<file path="src/rtl/nvs_pkg.sv">
package nvs_pkg;
  localparam int NUM_FLAGS = 3;
  localparam int FLAG_RUN  = 0;
  localparam int FLAG_PROT = 1;
  localparam int FLAG_SW   = 2;

  typedef struct packed {
    logic ce_n;
    logic oe_n;
    logic we_n;
  } mem_ctl_t;

  typedef enum logic {
    PS_GUARD = 1'b0,
    PS_OPEN  = 1'b1
  } prot_state_t;
endpackage

</file>
<file path="src/rtl/nvs_flag_filter.sv">
module nvs_flag_filter #(
  parameter int SYNC_STAGES   = 2,
  parameter int STABLE_CYCLES = 4
) (
  input  logic clk,
  input  logic rst,
  input  logic raw,
  output logic filt
);
  localparam int CNT_W = (STABLE_CYCLES < 2) ? 1 : $clog2(STABLE_CYCLES);
  localparam logic [CNT_W-1:0] CNT_LAST = CNT_W'(STABLE_CYCLES - 1);

  logic [SYNC_STAGES-1:0] sync_q;
  logic [CNT_W-1:0]       cnt_q;
  logic                   synced;

  assign synced = sync_q[SYNC_STAGES-1];

  always_ff @(posedge clk) begin
    if (rst) begin
      sync_q <= '0;
      cnt_q  <= '0;
      filt   <= 1'b0;
    end else begin
      sync_q <= {sync_q[SYNC_STAGES-2:0], raw};
      if (synced != filt) begin
        if (cnt_q == CNT_LAST) begin
          filt  <= synced;
          cnt_q <= '0;
        end else begin
          cnt_q <= cnt_q + 1'b1;
        end
      end else begin
        cnt_q <= '0;
      end
    end
  end
endmodule

</file>
<file path="src/rtl/nvs_protect_fsm.sv">
module nvs_protect_fsm
  import nvs_pkg::*;
(
  input  logic clk,
  input  logic rst,
  input  logic run_ok,
  input  logic prot_ok,
  output logic prot_next,
  output logic prot_q
);
  prot_state_t st_q, st_d;

  always_comb begin
    st_d = st_q;
    if (!prot_ok)
      st_d = PS_GUARD;
    else if (run_ok)
      st_d = PS_OPEN;
  end

  assign prot_next = (st_d == PS_GUARD);
  assign prot_q    = (st_q == PS_GUARD);

  always_ff @(posedge clk) begin
    if (rst) st_q <= PS_GUARD;
    else     st_q <= st_d;
  end
endmodule

</file>
<file path="src/rtl/nvs_access_gate.sv">
module nvs_access_gate
  import nvs_pkg::*;
(
  input  logic     clk,
  input  logic     rst,
  input  logic     prot_next,
  input  mem_ctl_t host,
  output logic     arr_ce_n,
  output logic     arr_we_n,
  output logic     dq_drive
);
  always_ff @(posedge clk) begin
    if (rst || prot_next) begin
      arr_ce_n <= 1'b1;
      arr_we_n <= 1'b1;
      dq_drive <= 1'b0;
    end else begin
      arr_ce_n <= host.ce_n;
      arr_we_n <= host.ce_n | host.we_n;
      dq_drive <= ~host.ce_n & ~host.oe_n & host.we_n;
    end
  end
endmodule

</file>
<file path="src/rtl/nvs_backup_select.sv">
module nvs_backup_select (
  input  logic clk,
  input  logic rst,
  input  logic seal_clear,
  input  logic run_ok,
  input  logic sw_ok,
  output logic armed,
  output logic sel_ext,
  output logic sel_bat
);
  always_ff @(posedge clk) begin
    if (seal_clear)  armed <= 1'b0;
    else if (run_ok) armed <= 1'b1;
  end

  always_ff @(posedge clk) begin
    if (rst) begin
      sel_ext <= 1'b0;
      sel_bat <= 1'b0;
    end else begin
      sel_ext <= sw_ok;
      sel_bat <= armed & ~sw_ok;
    end
  end
endmodule

</file>
<file path="src/rtl/nvs_supervisor.sv">
module nvs_supervisor
  import nvs_pkg::*;
#(
  parameter int SYNC_STAGES   = 2,
  parameter int STABLE_CYCLES = 4
) (
  input  logic clk,
  input  logic rst,
  input  logic seal_clear,
  input  logic sup_run_ok,
  input  logic sup_prot_ok,
  input  logic sup_sw_ok,
  input  logic ce_n,
  input  logic oe_n,
  input  logic we_n,
  output logic arr_ce_n,
  output logic arr_we_n,
  output logic dq_drive,
  output logic pwr_sel_ext,
  output logic pwr_sel_bat,
  output logic seal_armed
);
  logic [NUM_FLAGS-1:0] raw_flags, filt_flags;
  logic run_f, prot_f, sw_f;
  logic prot_next, prot_q;
  mem_ctl_t host;

  assign raw_flags[FLAG_RUN]  = sup_run_ok;
  assign raw_flags[FLAG_PROT] = sup_prot_ok;
  assign raw_flags[FLAG_SW]   = sup_sw_ok;

  for (genvar i = 0; i < NUM_FLAGS; i++) begin : g_filt
    nvs_flag_filter #(
      .SYNC_STAGES  (SYNC_STAGES),
      .STABLE_CYCLES(STABLE_CYCLES)
    ) u_filt (
      .clk (clk),
      .rst (rst),
      .raw (raw_flags[i]),
      .filt(filt_flags[i])
    );
  end

  assign run_f  = filt_flags[FLAG_RUN];
  assign prot_f = filt_flags[FLAG_PROT];
  assign sw_f   = filt_flags[FLAG_SW];
  assign host   = '{ce_n: ce_n, oe_n: oe_n, we_n: we_n};

  nvs_protect_fsm u_fsm (
    .clk      (clk),
    .rst      (rst),
    .run_ok   (run_f),
    .prot_ok  (prot_f),
    .prot_next(prot_next),
    .prot_q   (prot_q)
  );

  nvs_access_gate u_gate (
    .clk      (clk),
    .rst      (rst),
    .prot_next(prot_next),
    .host     (host),
    .arr_ce_n (arr_ce_n),
    .arr_we_n (arr_we_n),
    .dq_drive (dq_drive)
  );

  nvs_backup_select u_sel (
    .clk       (clk),
    .rst       (rst),
    .seal_clear(seal_clear),
    .run_ok    (run_f),
    .sw_ok     (sw_f),
    .armed     (seal_armed),
    .sel_ext   (pwr_sel_ext),
    .sel_bat   (pwr_sel_bat)
  );
endmodule

</file>
<file path="config.mk">
export PLATFORM = sky130hd
export DESIGN_NAME = nvs_supervisor
export DESIGN_NICKNAME = d
export VERILOG_FILES = /design/src/rtl/nvs_pkg.sv /design/src/rtl/nvs_flag_filter.sv /design/src/rtl/nvs_protect_fsm.sv /design/src/rtl/nvs_access_gate.sv /design/src/rtl/nvs_backup_select.sv /design/src/rtl/nvs_supervisor.sv
export SDC_FILE = /design/constraint.sdc
export NUM_CORES = 1
export LEC_CHECK = 0
export BUFFER_PORTS_ARGS = -buffer_cell sky130_fd_sc_hd__buf_2
export CAP_MARGIN = 20
export CORE_MARGIN = 1
export CORE_UTILIZATION = 45
export CTS_BUF_LIST = sky130_fd_sc_hd__clkbuf_8
export DETAILED_ROUTE_END_ITERATION = 7
export PLACE_DENSITY_LB_ADDON = 0.08
export SYNTH_ARGS = -nofsm -noshare
export SYNTH_HDL_FRONTEND = slang
export SYNTH_HIERARCHICAL = 1
export SYNTH_SLANG_ARGS = --single-unit
</file>
<file path="constraint.sdc">
create_clock -name clk -period 2 [get_ports clk]
set_input_delay 0.2 -clock clk [delete_from_list [all_inputs] [get_ports clk]]
set_output_delay 0.2 -clock clk [all_outputs]
set_load 0.01 [all_outputs]
</file>
* Yosys cells after proc, flatten, opt, wreduce, memory -nomap -nowiden
Index checks and enable logic that the tools add are counted.
** Operators by class
- Add/sub/neg operators :: 3
- Multiply operators :: 0
- Div/mod/pow operators :: 0
- Magnitude comparators :: 0
- Eq/ne operators :: 6
- Shift-type cells :: 0
- Muxes and demuxes :: 2
- Bitwise gates (word level) :: 11
- Reduce and logical (&&, ||, !) cells :: 7
** Operator list (count)
- 3-bit OR reduction :: 3
- 1-bit NOT :: 7
- 2-bit by 1-bit adder with 2-bit output (second input constant) :: 3
- 2-bit equality test (second input constant) :: 3
- 2-bit AND reduction :: 3
- 1-bit AND :: 3
- 1-bit != test :: 3
- 1-bit 2-to-1 mux :: 2
- 1-bit logical OR :: 1
- 1-bit OR :: 1
** Storage, ports and cells
- Flip-flop bits (word level) :: 22
- Latch bits :: 0
- Memory bits (writable) :: 0
- Memory bits (read-only) :: 0
- Input port bits :: 9
- Output and inout bits :: 6
- Word-level logic and storage cells :: 45
- Memories kept :: 0

* Depth between registers and ports, before layout
- Depth after elaboration :: 4
- Mapped depth :: 3
- Depth with buffers taken out :: 3

* By module
The synthesis kept the hierarchy.
** By module, submodules not included
- nvs_flag_filter :: instances 3, cells an instance 13, area an instance 168.9 µm², sequential area each 100.1 µm²
- nvs_access_gate :: instances 1, cells an instance 6, area an instance 90.1 µm², sequential area each 60.1 µm²
- nvs_backup_select :: instances 1, cells an instance 6, area an instance 88.8 µm², sequential area each 60.1 µm²
- nvs_protect_fsm :: instances 1, cells an instance 4, area an instance 36.3 µm², sequential area each 20.0 µm²

* Worst setup path after synthesis
Ideal clock, no wire load.
- Path type :: flip-flop to flip-flop
- From :: register g_filt[0].u_filt.filt
- To :: register u_gate.arr_we_n
- Setup time :: 0.120 ns
- Data arrival time :: 1.030 ns
- Required time :: 1.880 ns
- Setup slack :: 0.850 ns
- Cell stages (with the launch flop) :: 4
- Buffers on the path :: 0
- Period minus slack after synthesis :: 1.150 ns
- Path through :: dfxtp_1 o21ai_2 or3_4 or2_1
** On the way
- Word-level cells in the longest chain between the ends :: 4
** RTL lines
- from (decl) :: line nvs_flag_filter.sv:8 : output logic filt
- from (signal assigned) :: line nvs_flag_filter.sv:28 : filt <= synced;
- 1-bit 2-to-1 mux :: line nvs_protect_fsm.sv:17 : else if (run_ok)
- 1-bit 2-to-1 mux :: line nvs_protect_fsm.sv:15 : if (!prot_ok)
- 1-bit NOT :: line nvs_protect_fsm.sv:21 : assign prot_next = (st_d == PS_GUARD);
- via prot_next :: line nvs_supervisor.sv:25 : logic prot_next, prot_q;
- 1-bit logical OR :: line nvs_access_gate.sv:13 : if (rst || prot_next) begin
- to (signal assigned) :: line nvs_access_gate.sv:19 : arr_we_n <= host.ce_n | host.we_n;
- to (decl) :: line nvs_access_gate.sv:9 : output logic arr_we_n,
The timed path passes the listed nets, and every way through them passes these cells.
A chain may end at the register's enable or synchronous reset.

* Worst setup path after layout
Ends and elaborated chain as after synthesis.

==> results.md <==
* Crit. End Element: register
* Diode count at 0
* Setup Crit Path Kind: register to register
* Final Hold Fails at 0
* Status: finished, final reports clean
* Critical Path AT at 1360 ps
* Reg clk slew, reported paths at 80 ps
* Remaining global-route overflow at 0
* Mapped Cells at between 50 and 60
* Die height at ~42 um
* Fraction of layout cells with a size suffix above 1 at 0.361
* Setup_tns at 0 ps
* Largest net degree at the start of global routing at 20
* Number of synthesis warnings at 6
* Synthesized cell area at 718 um^2
* Ports at 15
* Core Region at between 1500 and 2000 um^2
* DRT Pass-1 Iters at 2
* Clock Path Buffers at 2
* Area Growth Syn to Fin at 22.5%
* Synthesized net count at 66
* Max IR drop VDD at ~0.56 mV
* Std-Cell Rows at 14
* # nets final at 85
* Drt total wl at 939 um
* Fin. max-slew vios at 0
* Initial antenna violation count at 0
* Max cap viols at 0
* Critical path required time at 2150 ps
* Clock tree sinks at 22
* Crit path max fanout at 4
* Skew-Pair Late Insertion Delay at approximately 250 ps
* CTS tree: built
* Resize count post-CTS at 0
* # port buffers at 14
* Vias in the first global route at 383
* Average size of a mapped cell at about 13 um^2
* PD cells at 990 nW/um^2
* Inserted Clock Buffers at 3
* Die X at approximately 42 um
* H-tree depth at 1
* Post-CTS Hold Fix Bufs at 0
* RSZ-0062 raised after global routing: no
* Setup violators final at 0
* Final Core Density at 0.584
* Routed len/inst at 10.7 um
* Total track usage at 0.119
* Die Area at between 1500 and 2000 um^2
* Fmax at between 800 and 900 MHz
* Hold WC Path Type: input port to register
* Via/cell ratio at 4.80
* Fin crit share at 0.606
* First-pass GRT wire length at roughly 1.6 mm
* Post-DP HPWL at between 600 and 700 um
* Setup bufs post-CTS at 0
* Final setup skew at about 2.5 ps
* Root Driver: clkbuf_8
* DR iter-0 viols at 3
* Starting Density at 0.477
* Slew @ Worst Pin at roughly 360 ps
* Slew HR at 0.763
* Pleak at roughly 0.35 nW
* Antenna violation net count after detailed routing at 0
* Clock period minus worst slack at ~1200 ps
* CP startpoint kind: register
* DR DRC count at 0
* Via count at 422
* Routability cong. at about 0.65
==> per-stage QoR <==
step           std cells  setup slack, ps  hold WS [ps]  cell area (um^2)  power (mW)
4_1_cts               88              786           102               880       0.880
5_1_grt               88              764          97.0               880       0.905
3_5_place_dp          84              796           379               808       0.483
6_report              88              789           105               880       0.871
2_1_floorplan         54              850           271               718       0.467
3_3_place_gp          84              821           377               808       0.482
==> path summary, 6_finish.rpt <==
path                            cells past startpoint                                   end                            startpoint  slack [ps]
worst max-delay path                                3            u_gate/arr_we_n$_SDFF_PP1_    g_filt[0].u_filt/filt$_SDFFE_PP0P_         790
worst min-delay path                                2            u_gate/dq_drive$_SDFF_PP0_                                  oe_n         110
worst max register to register                      3            u_gate/arr_we_n$_SDFF_PP1_    g_filt[0].u_filt/filt$_SDFFE_PP0P_         790
worst min register to register                      1  g_filt[0].u_filt/cnt_q[0]$_SDFF_PP0_  g_filt[0].u_filt/cnt_q[0]$_SDFF_PP0_         440
==> sequential cells by signal, summed over array words and instances, names as in the netlist <==
signal,count
u_sel/sel_ext,1
g_filt.u_filt/filt,3
u_sel/armed,1
u_sel/sel_bat,1
u_fsm/st_q,1
g_filt.u_filt/sync_q,6
u_gate/arr_we_n,1
g_filt.u_filt/cnt_q,6
u_gate/dq_drive,1
u_gate/arr_ce_n,1
==> report_power, final <==
group	total (mW)	internal, mW	switching (mW)
Combinational	0.0232	0.0123	0.0109
Clock	0.400	0.267	0.133
Sequential	0.448	0.445	0.00297
==> layer usage <==
| layer | global-route usage | part of all wire | vias to the layer above |
|---|---|---|---|
| li1 | - | - | 220 |
| met1 | 0.157 | 0.51 | 188 |
| met2 | 0.166 | 0.44 | 12 |
| met3 | 0.0391 | 0.050 | 2 |
| met4 | 0.0774 | 0.0043 | 0 |
| met5 | 0 | 0 | - |
==> final cells by class <==
cell class | count | area, um^2
Multi-Input combinational cell | 32 | 278
Clock inverter | 1 | 30.0
Fill cell | 141 | 627
Sequential cell | 22 | 440
Timing Repair Buffer | 14 | 70.1
Clock buffer | 3 | 41.3
Tap cell | 16 | 20.0
==> layout by cell type (no fill, tap or decap) <==
cell type,count
nor2_1,4
nor4_1,3
or3_4,1
ha_1,3
o21ba_2,1
or2_1,1
nor3b_2,2
dfxtp_1,22
nor4b_2,3
mux2i_1,3
o21ai_2,1
xnor2_1,3
nor2b_1,7
buf_2,14
clkbuf_8,3
bufinv_16,1
==> critical path, cell delays in order (launching register included) <==
cell     delay (ps)
dfxtp_1         410
o21ai_2         100
or3_4           390
or2_1           210
Power figures use the tool's default switching activity.
